==> src/rtl/mac_sat_unit.sv <==
module mac_sat_unit #(
  parameter int OP_W    = 16,
  parameter int GUARD_W = 8
) (
  input  logic                          clk,
  input  logic                          rst_n,
  input  logic                          reg_wr,
  input  logic [1:0]                    reg_be,
  input  logic [15:0]                   reg_wdata,
  output logic [15:0]                   reg_rdata,
  input  logic [OP_W-1:0]               op_a,
  input  logic [OP_W-1:0]               op_b,
  input  logic                          a_signed,
  input  logic                          b_signed,
  input  logic                          mac_go,
  input  logic                          acc_clr,
  input  logic                          acc_ld,
  input  logic [2*OP_W+GUARD_W-1:0]     ld_val,
  input  logic [3:0]                    flag_clr,
  output logic [2*OP_W+GUARD_W-1:0]     acc,
  output logic [3:0]                    flags,
  output logic                          irq
);
  localparam int RES_W = 2 * OP_W;
  localparam int ACC_W = RES_W + GUARD_W;
  localparam int PR_W  = 2 * (OP_W + 1);
  localparam int B_SAT = 0, B_SHF = 1, B_MSK = 8, B_IEN = 15;
  localparam logic [15:0] IMPL = 16'h8F03;
  localparam logic [ACC_W-1:0] HI_LIM = {{(GUARD_W+1){1'b0}}, {(RES_W-1){1'b1}}};
  localparam logic [ACC_W-1:0] LO_LIM = {{(GUARD_W+1){1'b1}}, {(RES_W-1){1'b0}}};
  localparam int F_C = 0, F_V = 1, F_E = 2, F_L = 3;

  logic [15:0]      ctl_q;
  logic [ACC_W-1:0] acc_q, acc_n;
  logic [3:0]       f_q, f_n;
  logic             irq_q;

  // control word: a partial byte write zeroes the other byte
  always_ff @(posedge clk or negedge rst_n)
    if (!rst_n) ctl_q <= '0;
    else if (reg_wr && reg_be != 2'b00)
      ctl_q <= {reg_be[1] ? reg_wdata[15:8] : 8'h00,
                reg_be[0] ? reg_wdata[7:0]  : 8'h00} & IMPL;

  wire sat_en = ctl_q[B_SAT];
  wire do_shf = ctl_q[B_SHF] & a_signed & b_signed;

  wire signed [OP_W:0]   a_x = {a_signed & op_a[OP_W-1], op_a};
  wire signed [OP_W:0]   b_x = {b_signed & op_b[OP_W-1], op_b};
  wire signed [PR_W-1:0] prod_raw = a_x * b_x;
  wire signed [ACC_W-1:0] prod_ext = ACC_W'(prod_raw);
  wire [ACC_W-1:0] prod = do_shf ? (prod_ext <<< 1) : prod_ext;

  wire [ACC_W:0]   usum  = {1'b0, acc_q} + {1'b0, prod};
  wire [ACC_W-1:0] raw   = usum[ACC_W-1:0];
  wire             carry = usum[ACC_W];
  wire             ovf   = (acc_q[ACC_W-1] == prod[ACC_W-1]) && (raw[ACC_W-1] != acc_q[ACC_W-1]);
  wire             tsign = ovf ? acc_q[ACC_W-1] : raw[ACC_W-1];
  wire             guard_ok = (raw[ACC_W-1:RES_W-1] == '0) || (raw[ACC_W-1:RES_W-1] == '1);
  wire             fits  = guard_ok && !ovf;
  wire             clamp = sat_en && !fits;
  wire [ACC_W-1:0] res   = clamp ? (tsign ? LO_LIM : HI_LIM) : raw;

  always_comb begin
    acc_n = acc_q;
    f_n   = f_q & ~flag_clr;
    if (acc_clr) begin
      acc_n = '0;
      f_n[F_C] = 1'b0;
      f_n[F_E] = 1'b0;
    end else if (acc_ld) begin
      acc_n = ld_val;
      f_n[F_C] = 1'b0;
      f_n[F_E] = 1'b0;
    end else if (mac_go) begin
      acc_n = res;
      f_n[F_C] = carry;
      f_n[F_E] = !sat_en && !guard_ok;
      f_n[F_V] = f_n[F_V] | ovf;
      f_n[F_L] = f_n[F_L] | clamp;
    end
  end

  always_ff @(posedge clk or negedge rst_n)
    if (!rst_n) begin
      acc_q <= '0;
      f_q   <= '0;
      irq_q <= 1'b0;
    end else begin
      acc_q <= acc_n;
      f_q   <= f_n;
      irq_q <= ctl_q[B_IEN] & |(f_q & ctl_q[B_MSK +: 4]);
    end

  assign reg_rdata = ctl_q;
  assign acc       = acc_q;
  assign flags     = f_q;
  assign irq       = irq_q;

  assert_irq_gated_R6: assert property (@(posedge clk) disable iff (!rst_n)
    !ctl_q[B_IEN] |=> !irq);

  assert_sat_range_R3: assert property (@(posedge clk) disable iff (!rst_n)
    (sat_en && mac_go && !acc_clr && !acc_ld) |=>
      ($signed(acc) <= $signed(HI_LIM) && $signed(acc) >= $signed(LO_LIM)));

  assert_ovf_sticky_R4: assert property (@(posedge clk) disable iff (!rst_n)
    (flags[F_V] && !flag_clr[F_V]) |=> flags[F_V]);

  assert_byte_clear_R8: assert property (@(posedge clk) disable iff (!rst_n)
    (reg_wr && reg_be == 2'b01) |=> (reg_rdata[15:8] == 8'h00));

  assert_clr_prio_R9: assert property (@(posedge clk) disable iff (!rst_n)
    acc_clr |=> (acc == '0 && !flags[F_C] && !flags[F_E]));

  assert_ext_sat_R5: assert property (@(posedge clk) disable iff (!rst_n)
    (sat_en && mac_go && !acc_clr && !acc_ld) |=> !flags[F_E]);
endmodule

==> config.mk <==
export PLATFORM = sky130hd
export DESIGN_NAME = mac_sat_unit
export DESIGN_NICKNAME = d
export VERILOG_FILES = /design/src/rtl/mac_sat_unit.sv
export SDC_FILE = /design/constraint.sdc
export NUM_CORES = 1
export LEC_CHECK = 0
export BUFFER_PORTS_ARGS = -buffer_cell sky130_fd_sc_hd__buf_2
export CAP_MARGIN = 20
export CORE_UTILIZATION = 40
export CTS_CLUSTER_DIAMETER = 150
export CTS_CLUSTER_SIZE = 24
export DETAILED_ROUTE_END_ITERATION = 7
export SLEW_MARGIN = 10
export SYNTH_ARGS = -nofsm -noshare
export SYNTH_HDL_FRONTEND = slang
export SYNTH_SLANG_ARGS = --single-unit
==> constraint.sdc <==
create_clock -name clk -period 4.8 [get_ports clk]
set_input_delay 0.24 -clock clk [delete_from_list [all_inputs] [get_ports clk]]
set_output_delay 0.24 -clock clk [all_outputs]
set_load 0.1 [all_outputs]
==> summary by stage <==
Run status
The run finished, with violations left. The final reports fail on negative setup slack.

STA
The clock skew after layout is 0.0145 ns. After layout, the worst setup slack is -4.95 ns. Static timing analysis puts the maximum clock frequency at 0.103 GHz. Setup repair after global routing could not meet its margin everywhere. The share of the clock period used by the worst path is 2.03. The max-slew violation count came to 0. The post-layout minimum cycle time is 9.75 ns.

The worst-margin pin slew is 1.07 ns. The final setup violation count is 44. The relative slew slack is 0.282. The count of endpoints failing hold in the final timing report is 0.

Routing
After detailed routing, the number of vias per cell comes to 5.05. In the routed design, unresolved DRC markers number 0. Summing over every cut layer, the via total after detailed routing is 14500. The number of optimization iterations in the first detailed-route pass is 5.

Dividing the detail-routed wire length by the instance count gives 15.9 um. The final wirelength is 45.7 mm. The detail route stage leaves a number of antenna-violating nets equal to 0. The first routing iteration left 540 violations.

Critical path
The kind of launch point of the worst setup path is an input port. The required time at the endpoint of the critical path is 4.96 ns. The class of the most critical setup path is input port to register.

On the critical path, the stage with the largest delay is an instance of fa_1. By instance count, the cell type seen most on the critical path is fa_1. The largest driver fanout on the critical path is 7. In this design, the stage delay of the slowest critical-path cell is 0.54 ns. The nature of the critical path endpoint is a register. Data on the critical path arrives at its endpoint at 9.92 ns.

Global routing
The wire length of the first global-routing pass is 77.9 mm. The initial antenna violation count is 1. The total grt overflow is 0. Across every metal layer, demand over resource in global routing totals 0.231. The pin count of the biggest net entering global routing is 53.

The number of global-route vias before repair is 15700.

Floorplanning
The number of ports placed on the die boundary is 163. The site row count is 73. The core footprint is 39800 sq um.

The starting density of the core is 0.407. The overall die width is 203 um. The die covers 41300 sq um. The die is 203 um tall.

Clock tree
TritonCTS built the clock tree. Clock-pin slew was measured on the worst setup and hold paths at 0.09 ns. The later pin in the worst-skew pair is clocked with a latency of 0.30 ns. The maximum clock insertion buffer count is 2. The number of clock sinks is 52. CTS built an H-tree with a depth of 2.

The tree is rooted in a clkbuf_16. The TritonCTS buffer count is 5. The number of buffers inserted by hold repair at cts is 0.

Final layout
The area growth from synthesis to layout is 32.4%. The area occupied by registers is 1300 sq um. The number of nets in the layout is 2878. The number of fill cells in the layout is 3752.

The share of final-layout standard cells stronger than drive strength 1 is 0.295. 0 antenna diodes ended up in the layout. The multi-input logic area is 13800 sq um.

Logic synthesis
Yosys attributes the largest share of cell area to fa_1 37%, ha_1 9.8%, inv_1 8.1%, dfrtp_1 8.0%, nand2_1 5.5%. The share of synthesized area in the top cell type comes to 0.368. The count of distinct cell types in the synthesized netlist is 73. The sequential share of the synthesized area is 0.0803. Counting instances in the post-synthesis netlist gives the leading cell types as 350 x inv_1, 298 x fa_1, 237 x nand2_1, 131 x and2_1, 127 x ha_1. After synthesis, the mean cell area works out to 8.64 sq um. The number of warnings reported in the yosys synthesis log is 0. In the synthesized netlist the async set-or-reset flop fraction comes to 1.00.

The cell taking the most area after synthesis is fa_1. The number of synthesized flops with an enable pin is 0. The cell count after synthesis is 1875.

The dominant register cell in the synthesized netlist is dfrtp_1. By instance count, the leading cell after synthesis is inv_1. The cell area after technology mapping is 16200 sq um. The number of register bits inferred by synthesis is 52.

Flow run
The number of violations of the max-capacitance limit is 0.

Placement
Routability-driven placement finished with a final weighted congestion of 0.900. The count of input and output buffers is 144. The pre-CTS setup slack is -5.77 ns. The detailed placement HPWL is 39.7 mm.

Hold path
The tightest min-delay check is of the input port to asynchronous set/reset pin type.
## layer usage
metal / GRT usage / routed length, um
met1: 0.300 / 19600
met2: 0.407 / 23200
met3: 0.0201 / 1390
met4: 0.0674 / 1380
met5: 0 / 13
## path summary, 6_finish.rpt
path | endpoint | start | slack (ns) | cells past startpoint
max in group asynchronous | acc[20] | rst_n | 4.27 | 2
min in group clk | flags[3] | flag_clr[3] | 0.11 | 2
max reg2reg | acc[3] | reg_rdata[1] | -0.67 | 23
min reg2reg | reg_rdata[11] | reg_rdata[11] | 0.53 | 1
min | reg_rdata[15] | rst_n | 0.07 | 2
max | acc[3] | op_a[7] | -4.95 | 44
## cells in the final DEF, fill, tap and decap left out, drive strengths merged, types with 6 or more instances in the layout
master  instances
xnor2          47
xor2           23
nand2         237
a22oi          43
or2            12
ha            127
o211ai         34
inv           352
a21o           29
dfrtp          52
o21ai          58
nor3           16
or3            10
a211oi          9
a31oi           6
a21oi          77
mux2i          11
nand4          10
nand2b         10
conb            9
o31ai           9
nor2           66
buf           544
and3           12
nor2b          11
a32o            9
nand3          21
o21a           10
and2          131
o21bai         11
fa            298
## flip-flops by register name, summed over array words and instances (netlist names)
name       flops
irq            1
reg_rdata      7
acc           40
flags          4
## logic make-up after synthesis
group,synth area share
AO/OA/AOI/OAI,0.140
flip-flops,0.0803
adder cells (fa/ha/maj),0.466
buffers and inverters,0.104
AND/OR/NAND/NOR,0.165
multiplexers,0.00679
other,0.000231
XOR/XNOR,0.0378
## timing repair
item                       4_1_cts  5_1_grt
cloned                           2        0
setup buffers                   27        9
pin swaps                       62       31
resized for setup              171       46
setup endpoints to repair       44       44
## layout make-up
type / instances / share of cell area
clock inverters: 3 / 0.00233
clock buffers: 5 / 0.00583
repair buffers: 544 / 0.194
flip-flops and latches: 52 / 0.0606
well taps: 525 / 0.0306
inverters: 351 / 0.0614
multi-input cells: 1397 / 0.645
## through the flow
stage / instances / hold slack, ns / util / instance area (sq um) / setup TNS, ns
finish: 2877 / 0.0659 / 0.539 / 21500 / -213.54
detailed placement: 2834 / 0.410 / 0.508 / 20200 / -246.94
global placement: 2834 / 0.407 / 0.508 / 20200 / -239.73
floorplan: 1883 / -0.0556 / - / 16600 / -207.87
global route: 2877 / 0.117 / 0.539 / 21500 / -234.28
CTS: 2871 / 0.0811 / 0.533 / 21200 / -215.15
## critical path: cells and delay by family
family,cells,cell delay (ns)
multiplexers,1,0.21
buffers and inverters,7,0.59
AO/OA/AOI/OAI,20,3.13
adder cells (fa/ha/maj),9,3.96
AND/OR/NAND/NOR,7,1.78
Power is left out: the tool's default activity adds up to more than one toggle a clock period on the data nets, which glitch-free logic cannot reach.
